[src/rtl/led_scroll_pkg.sv]
package led_scroll_pkg;
  localparam int LINES = 8;
  localparam int PIX_W = 8;
  localparam int LIDX_W = $clog2(LINES);
  typedef logic [LIDX_W-1:0] line_idx_t;
  typedef logic [PIX_W-1:0]  pix_t;

  // 24-byte default stream: eight blanks, then two glyphs
  localparam int DEF_LEN = 24;
  localparam logic [8*DEF_LEN-1:0] DEF_TABLE = {
    64'h00_18_18_7E_7E_18_18_00,
    64'h00_66_66_7E_7E_66_66_00,
    64'h00_00_00_00_00_00_00_00
  };
endpackage

[src/rtl/scan_timer.sv]
module scan_timer
  import led_scroll_pkg::*;
#(
  parameter int DIV_W = 16
) (
  input  logic             clk,
  input  logic             rst,
  input  logic [DIV_W-1:0] scan_div,
  output line_idx_t        line_idx,
  output logic             frame_end
);
  logic [DIV_W-1:0] pre_q;
  line_idx_t        line_q;
  logic             line_tick;

  assign line_tick = (pre_q >= scan_div);
  assign frame_end = line_tick && (line_q == line_idx_t'(LINES - 1));
  assign line_idx  = line_q;

  always_ff @(posedge clk) begin
    if (rst) begin
      pre_q  <= '0;
      line_q <= '0;
    end else if (line_tick) begin
      pre_q  <= '0;
      line_q <= line_q + 1'b1;
    end else begin
      pre_q  <= pre_q + 1'b1;
    end
  end

  AST_LINE_HOLD: assert property (@(posedge clk) disable iff (rst)
    !line_tick |=> $stable(line_q));
endmodule

[src/rtl/scroll_offset.sv]
module scroll_offset #(
  parameter int STREAM_LEN = 24,
  parameter int FRM_W      = 8,
  localparam int AW        = $clog2(STREAM_LEN)
) (
  input  logic             clk,
  input  logic             rst,
  input  logic [FRM_W-1:0] frame_div,
  input  logic             frame_end,
  output logic [AW-1:0]    offset
);
  localparam logic [AW-1:0] LAST = AW'(STREAM_LEN - 1);
  logic [FRM_W-1:0] fcnt_q;
  logic [AW-1:0]    off_q;

  assign offset = off_q;

  always_ff @(posedge clk) begin
    if (rst) begin
      fcnt_q <= '0;
      off_q  <= '0;
    end else if (frame_end) begin
      if (fcnt_q >= frame_div) begin
        fcnt_q <= '0;
        off_q  <= (off_q == LAST) ? '0 : off_q + 1'b1;
      end else begin
        fcnt_q <= fcnt_q + 1'b1;
      end
    end
  end

  AST_OFFSET_HOLD: assert property (@(posedge clk) disable iff (rst)
    !frame_end |=> $stable(off_q));
  AST_OFFSET_RANGE: assert property (@(posedge clk) disable iff (rst)
    off_q <= LAST);
endmodule

[src/rtl/glyph_rom.sv]
module glyph_rom #(
  parameter int STREAM_LEN = 24,
  parameter logic [8*STREAM_LEN-1:0] TABLE = '0,
  localparam int AW = $clog2(STREAM_LEN)
) (
  input  logic          clk,
  input  logic          rst,
  input  logic [AW-1:0] offset,
  input  logic [2:0]    line,
  output logic [7:0]    data
);
  localparam logic [AW:0] LEN_W = (AW+1)'(STREAM_LEN);
  logic [AW:0]   sum;
  logic [AW-1:0] addr;

  assign sum  = {1'b0, offset} + (AW+1)'(line);
  assign addr = (sum >= LEN_W) ? AW'(sum - LEN_W) : AW'(sum);

  always_ff @(posedge clk) begin
    if (rst) data <= '0;
    else     data <= TABLE[{addr, 3'b000} +: 8];
  end

  AST_ADDR_RANGE: assert property (@(posedge clk) disable iff (rst)
    addr < AW'(STREAM_LEN));
endmodule

[src/rtl/led_scroll_ctrl.sv]
module led_scroll_ctrl
  import led_scroll_pkg::*;
#(
  parameter int STREAM_LEN = DEF_LEN,
  parameter logic [8*STREAM_LEN-1:0] TABLE = DEF_TABLE,
  parameter int DIV_W = 16,
  parameter int FRM_W = 8
) (
  input  logic             clk,
  input  logic             rst,
  input  logic [DIV_W-1:0] scan_div,
  input  logic [FRM_W-1:0] frame_div,
  output logic [7:0]       row_sel_n,
  output logic [7:0]       pix
);
  localparam int AW = $clog2(STREAM_LEN);

  line_idx_t     line_idx;
  logic          frame_end;
  logic [AW-1:0] offset;

  scan_timer #(.DIV_W(DIV_W)) u_scan (
    .clk(clk), .rst(rst), .scan_div(scan_div),
    .line_idx(line_idx), .frame_end(frame_end)
  );

  scroll_offset #(.STREAM_LEN(STREAM_LEN), .FRM_W(FRM_W)) u_scroll (
    .clk(clk), .rst(rst), .frame_div(frame_div),
    .frame_end(frame_end), .offset(offset)
  );

  glyph_rom #(.STREAM_LEN(STREAM_LEN), .TABLE(TABLE)) u_rom (
    .clk(clk), .rst(rst), .offset(offset), .line(line_idx), .data(pix)
  );

  // select registered in the same stage as the table read
  always_ff @(posedge clk) begin
    if (rst) row_sel_n <= 8'hFF;
    else     row_sel_n <= ~(8'h01 << line_idx);
  end

  AST_RESET_DARK: assert property (@(posedge clk)
    rst |=> (row_sel_n == 8'hFF && pix == 8'h00));
  AST_ONE_LINE: assert property (@(posedge clk) disable iff (rst)
    $past(!rst) |-> ($countones(~row_sel_n) == 1));
endmodule

[config.mk]
export PLATFORM = sky130hd
export DESIGN_NAME = led_scroll_ctrl
export DESIGN_NICKNAME = d
export VERILOG_FILES = /design/src/rtl/led_scroll_pkg.sv /design/src/rtl/scan_timer.sv /design/src/rtl/scroll_offset.sv /design/src/rtl/glyph_rom.sv /design/src/rtl/led_scroll_ctrl.sv
export SDC_FILE = /design/constraint.sdc
export NUM_CORES = 1
export LEC_CHECK = 0
export BUFFER_PORTS_ARGS = -buffer_cell sky130_fd_sc_hd__buf_4
export CAP_MARGIN = 10
export CORE_AREA = 4 4 72 74
export DETAILED_ROUTE_END_ITERATION = 10
export DIE_AREA = 0 0 76 78
export PLACE_DENSITY = 0.84
export SYNTH_ARGS = -nofsm -noshare
export SYNTH_HDL_FRONTEND = slang
export SYNTH_SLANG_ARGS = --single-unit
[constraint.sdc]
create_clock -name clk -period 6.05 [get_ports clk]
set_clock_uncertainty 0.05 [all_clocks]
set_input_delay 0.3025 -clock clk [delete_from_list [all_inputs] [get_ports clk]]
set_output_delay 0.3025 -clock clk [all_outputs]
set_load 0.02 [all_outputs]
After elaboration in Yosys (flattened, before gate mapping) --
Index checks and enable logic that the tools add are counted.
Cells by class: magnitude comparators 3, eq/ne operators 2, bitwise gates (word level) 1, multiplexer cells 3, reduce and logical (&&, ||, !) cells 3, $add $sub $neg 6, shift operators 2
Operators with widths (number):
- variable part select 192 x 9 -> 8 bit, first input constant | 1
- adder 16 x 1 -> 16 bit, second input constant | 1
- >= comparator 16 bit | 1
- 2-to-1 mux 5 bit | 2
- adder 8 x 1 -> 8 bit, second input constant | 1
- >= comparator 8 bit | 1
- 2-to-1 mux 8 bit | 1
- NOT 8 bit | 1
- << shifter 1 x 3 -> 8 bit, first input constant | 1
- adder 5 x 3 -> 6 bit | 1
- >= comparator 6 x 5 -> 1 bit, second input constant | 1
- adder 5 x 1 -> 5 bit, second input constant | 1
- equality test 5 bit, second input constant | 1
- subtractor 5 bit, second input constant | 1
- adder 3 x 1 -> 3 bit, second input constant | 1
- equality test 3 bit, second input constant | 1
- AND reduction 2 bit | 1
- OR reduction 2 bit | 1
- logical AND 1 bit | 1
Word-level totals: register bits 48, input bits 26, word-level logic and storage cells 26

Longest topological paths before layout --
depth after elaboration 4, mapped depth 11

By module --
A second synthesis with hierarchy kept.
Unflattened totals: cells, all modules 294, area, all modules 2683.8 µm²
By module, submodules not included:
- scan_timer | cells each 140, sequential area each 380.4 µm², area an instance 1287.5 µm², times used 1
- scroll_offset | cells each 92, sequential area each 260.2 µm², area an instance 787.0 µm², times used 1
- glyph_rom | cells each 46, sequential area each 40.0 µm², area an instance 369.1 µm², times used 1
- led_scroll_ctrl | cells each 16, sequential area each 160.2 µm², area an instance 240.2 µm², times used 1

Worst setup path before layout --
No wires, ideal clock.
path type input port to flip-flop, start in scan_div[10], end reg u_scroll.fcnt_q[5], cell stages on the path 9, slack 3571 ps, arrival time 2359 ps, required time 5930 ps, path through inv_1 > ha_1 > and4_1 > nand2_1 > or4_4 > and3_1 > buf_6 > or4_1 > a21oi_1
On the way: cells in the longest elaborated chain, start to end 2
RTL lines:
- start: declaration | line led_scroll_ctrl.sv:11 | input logic [DIV_W-1:0] scan_div,
- >= comparator 16 bit | line scan_timer.sv:16 | assign line_tick = (pre_q >= scan_div);
- logical AND 1 bit | line scan_timer.sv:17 | assign frame_end = line_tick && (line_q == line_idx_t'(LINES - 1));
- end signal: assignment | line scroll_offset.sv:27 | fcnt_q <= fcnt_q + 1'b1;
- end: declaration | line scroll_offset.sv:13 | logic [FRM_W-1:0] fcnt_q;
No other way between the ends. A chain may end at the register's enable or synchronous reset.

Final worst setup path --
start reg u_scan.pre_q[13], end reg u_scroll.fcnt_q[2]
On the way: cells in the longest elaborated chain, start to end 2
RTL lines:
- start: declaration | line scan_timer.sv:12 | logic [DIV_W-1:0] pre_q;
- start signal: assignment | line scan_timer.sv:28 | pre_q <= pre_q + 1'b1;
- >= comparator 16 bit | line scan_timer.sv:16
- logical AND 1 bit | line scan_timer.sv:17
No other way between the ends.

==> metrics.cfg <==
[clock_network]
htree_levels=2
cts.clk_slew.worst_paths_ns=0.08
post_cts_resized=0
cts.sinks=42
cts-buffers-inserted=5
cts_root_buffer=clkbuf_8
clockBufferDepth=2
cts_setup_buffers=0
clk_latency_ns=0.30
hold_buffers=0
cts_tree=built

[sta]
fin_crit_sh=0.498
fmax_mhz=332
fin_crit_ns=3.01
rsz0062_at_grt=false
slew_headroom=0.322
tns_ns=0
finalHoldViolations=0
worst_pin_slew_ns=1.01
drv_slew=0
setup_violations=0

[synth]
synth_area_leaders=dfxtp_1, ha_1, nor2_1
synth_compound_area_frac=0.125
yosysTopAreaCellShare=0.321
synthAdderAreaFrac=0.180
synth-main-ff-cell=dfxtp_1
synth-simple-area-share=0.210
synth_top_family_by_area=simple AND/OR/NAND/NOR gates
synthCells=308
async_flop_share=0
ys_warn_count=0
synth.avg_cell_area_um2=8.51
yosysMostFrequentCell=dfxtp_1
synth-xor-area-share=0.0635
synth_mux_area_frac=0.0158
synthTopCellsByCount=dfxtp_1, ha_1, nor2_1
synth_seq_cells=42
synth.distinct_cells=46
syn_area_um2=2620
synth_area_leader_cell=dfxtp_1
seq_area_frac_synth=0.321
synth_edf_count=0

[hold_path]
hold_class=in -> reg
hp-start=rst
hold_path_end=u_scan.line_idx[0]$_SDFFE_PP0P_
hold_depth=2

[floorplanning]
rows=25
core_area_um2=4600
die_h_um=78
start_util=0.570
die_x_um=76
boundaryPins=42
dieArea_um2=5930

[critical_path]
arrival_ns=3.15
critical_path.cell_chain=ha_1 -> and4_1 -> nand4_1 -> or4_4 -> a31oi_1 -> o21ai_0 -> a32o_1
worstPathMaxFanout=11
worstRegToRegCells=7
slowest_delay_ns=0.78
r2r_slack_ns=3.04
slowest_stage=a31oi_1
r2r-end=u_scroll.fcnt_q[2]$_SDFFE_PP0P_
reg2reg_from=u_scan.pre_q[13]$_SDFF_PP0_
critical_path_class=reg -> reg
crit_required_ns=6.19
crit_start=u_scan.pre_q[13]$_SDFF_PP0_
start_kind=register
crit_path_end_kind=register

[placement]
io_buffer_count=39
placed_area_um2=2890
dpl.hpwl_mm=3.97
gp_congestion=0.869

[layout]
drive_gt1_frac=0.147
antenna_cells=0
stdcell_area_um2=2980
synthToLayoutAreaGrowth_pct=13.8
layout.nets=402

[global_route]
grt_remaining_overflow=0
antenna_found_initial=0
grt_max_degree=27
grt_pass1_vias=2148
grt_pass1_wl_mm=9.04
grt_use_total=0.183

[route]
dr.pass1.iters=4
routed_wl_mm=5.14
drtIter0Drc=95
vias=2193
post_drt_wl_per_cell_um=13.1
ant_nets=0
via_per_inst=5.57
drc=0

[power]
powerDensity_nw_per_um2=170
leakagePower_nw=1.40
ir_worst_vdd_uv=106

[status]
status=finished clean

[job]
cap_viol_max_count=0

## metrics by stage
step / hold slack (ns) / total power, mW / cells / setup WS (ns) / utilization
finish: 0.305 / 0.507 / 394 / 3.04 / 0.649
global route: 0.304 / 0.529 / 394 / 2.91 / 0.649
CTS: 0.297 / 0.512 / 394 / 3.07 / 0.649
detailed placement: 0.425 / 0.326 / 386 / 3.03 / 0.629
global placement: 0.410 / 0.325 / 386 / 3.14 / 0.629
floorplan: 0.387 / 0.310 / 309 / 3.57 / -
## worst max-delay path by stage
stage          slack (ns)  depth (start not counted)                         endpoint
2_1_floorplan        3.57                          9  u_scroll.fcnt_q[5]$_SDFFE_PP0P_
3_5_place_dp         3.03                          9  u_scroll.fcnt_q[2]$_SDFFE_PP0P_
5_1_grt              2.91                          7  u_scroll.fcnt_q[2]$_SDFFE_PP0P_
3_3_place_gp         3.14                          9  u_scroll.fcnt_q[2]$_SDFFE_PP0P_
4_1_cts              3.07                          7  u_scroll.fcnt_q[2]$_SDFFE_PP0P_
6_report             3.04                          7  u_scroll.fcnt_q[2]$_SDFFE_PP0P_
## layer usage
| metal | wire length [µm] | track usage | part of all wire | up-vias |
|---|---|---|---|---|
| met5 | 0 | 0 | 0 | - |
| li1 | - | - | - | 1118 |
| met4 | 95 | 0.0694 | 0.018 | 0 |
| met3 | 252 | 0.0487 | 0.049 | 9 |
| met1 | 2190 | 0.206 | 0.43 | 1028 |
| met2 | 2610 | 0.327 | 0.51 | 38 |
## final cells by class
class	instances	area, µm²
clock inverter	1	5.00
inverter	34	128
timing repair buffer	39	293
multi-input combinational	217	1560
fill	405	1620
clock buffer	7	86.3
sequential	42	841
tap	54	67.6
## state kept, by name, indices dropped and copies added, names as in the netlist
| signal | cells |
|---|---|
| u_scan.pre_q | 16 |
| u_scroll.fcnt_q | 8 |
| row_sel_n | 8 |
| u_rom.data | 2 |
| u_scan.line_idx | 3 |
| u_scroll.offset | 5 |
## critical path: cells and delay by family, from the launching register on
| family | cells | cell delay (ns) |
|---|---|---|
| compound gates | 3 | 1.29 |
| fa+ha+maj | 1 | 0.30 |
| flops | 1 | 0.36 |
| simple gates | 3 | 0.90 |
## where the power goes
part,switching (mW),internal (mW),total (mW)
registers,0.00232,0.278,0.281
clock network,0.0957,0.0921,0.188
logic,0.0185,0.0205,0.0390
total,0.117,0.391,0.507
## cells by family after synthesis
logic type               Yosys count
adder cells (fa/ha/maj)           37
other                              1
multiplexers                       4
buffers and inverters             50
XOR/XNOR                          19
AO/OA/AOI/OAI                     48
AND/OR/NAND/NOR                  107
flip-flops                        42
## cells in the final DEF (no fill, tap or decap), types with 2 or more instances in the layout
cell type / instances
o31ai_1: 3
a2111oi_0: 2
a21oi_1: 8
buf_4: 39
or3_1: 3
o21a_1: 2
o21ai_0: 13
and4_1: 3
and3_1: 9
nor3_1: 3
inv_1: 34
nand2_1: 14
a211oi_1: 2
xor2_1: 10
xnor2_1: 9
nand4_1: 7
nor3b_1: 5
conb_1: 2
a311oi_1: 4
and2_1: 2
a21o_1: 3
nand3_1: 10
mux2i_1: 3
nand2b_1: 9
nor2_1: 36
a31oi_1: 3
ha_1: 36
dfxtp_1: 42
nor2b_1: 2
clkbuf_8: 6
No activity file was read; power rests on OpenSTA's default activity.
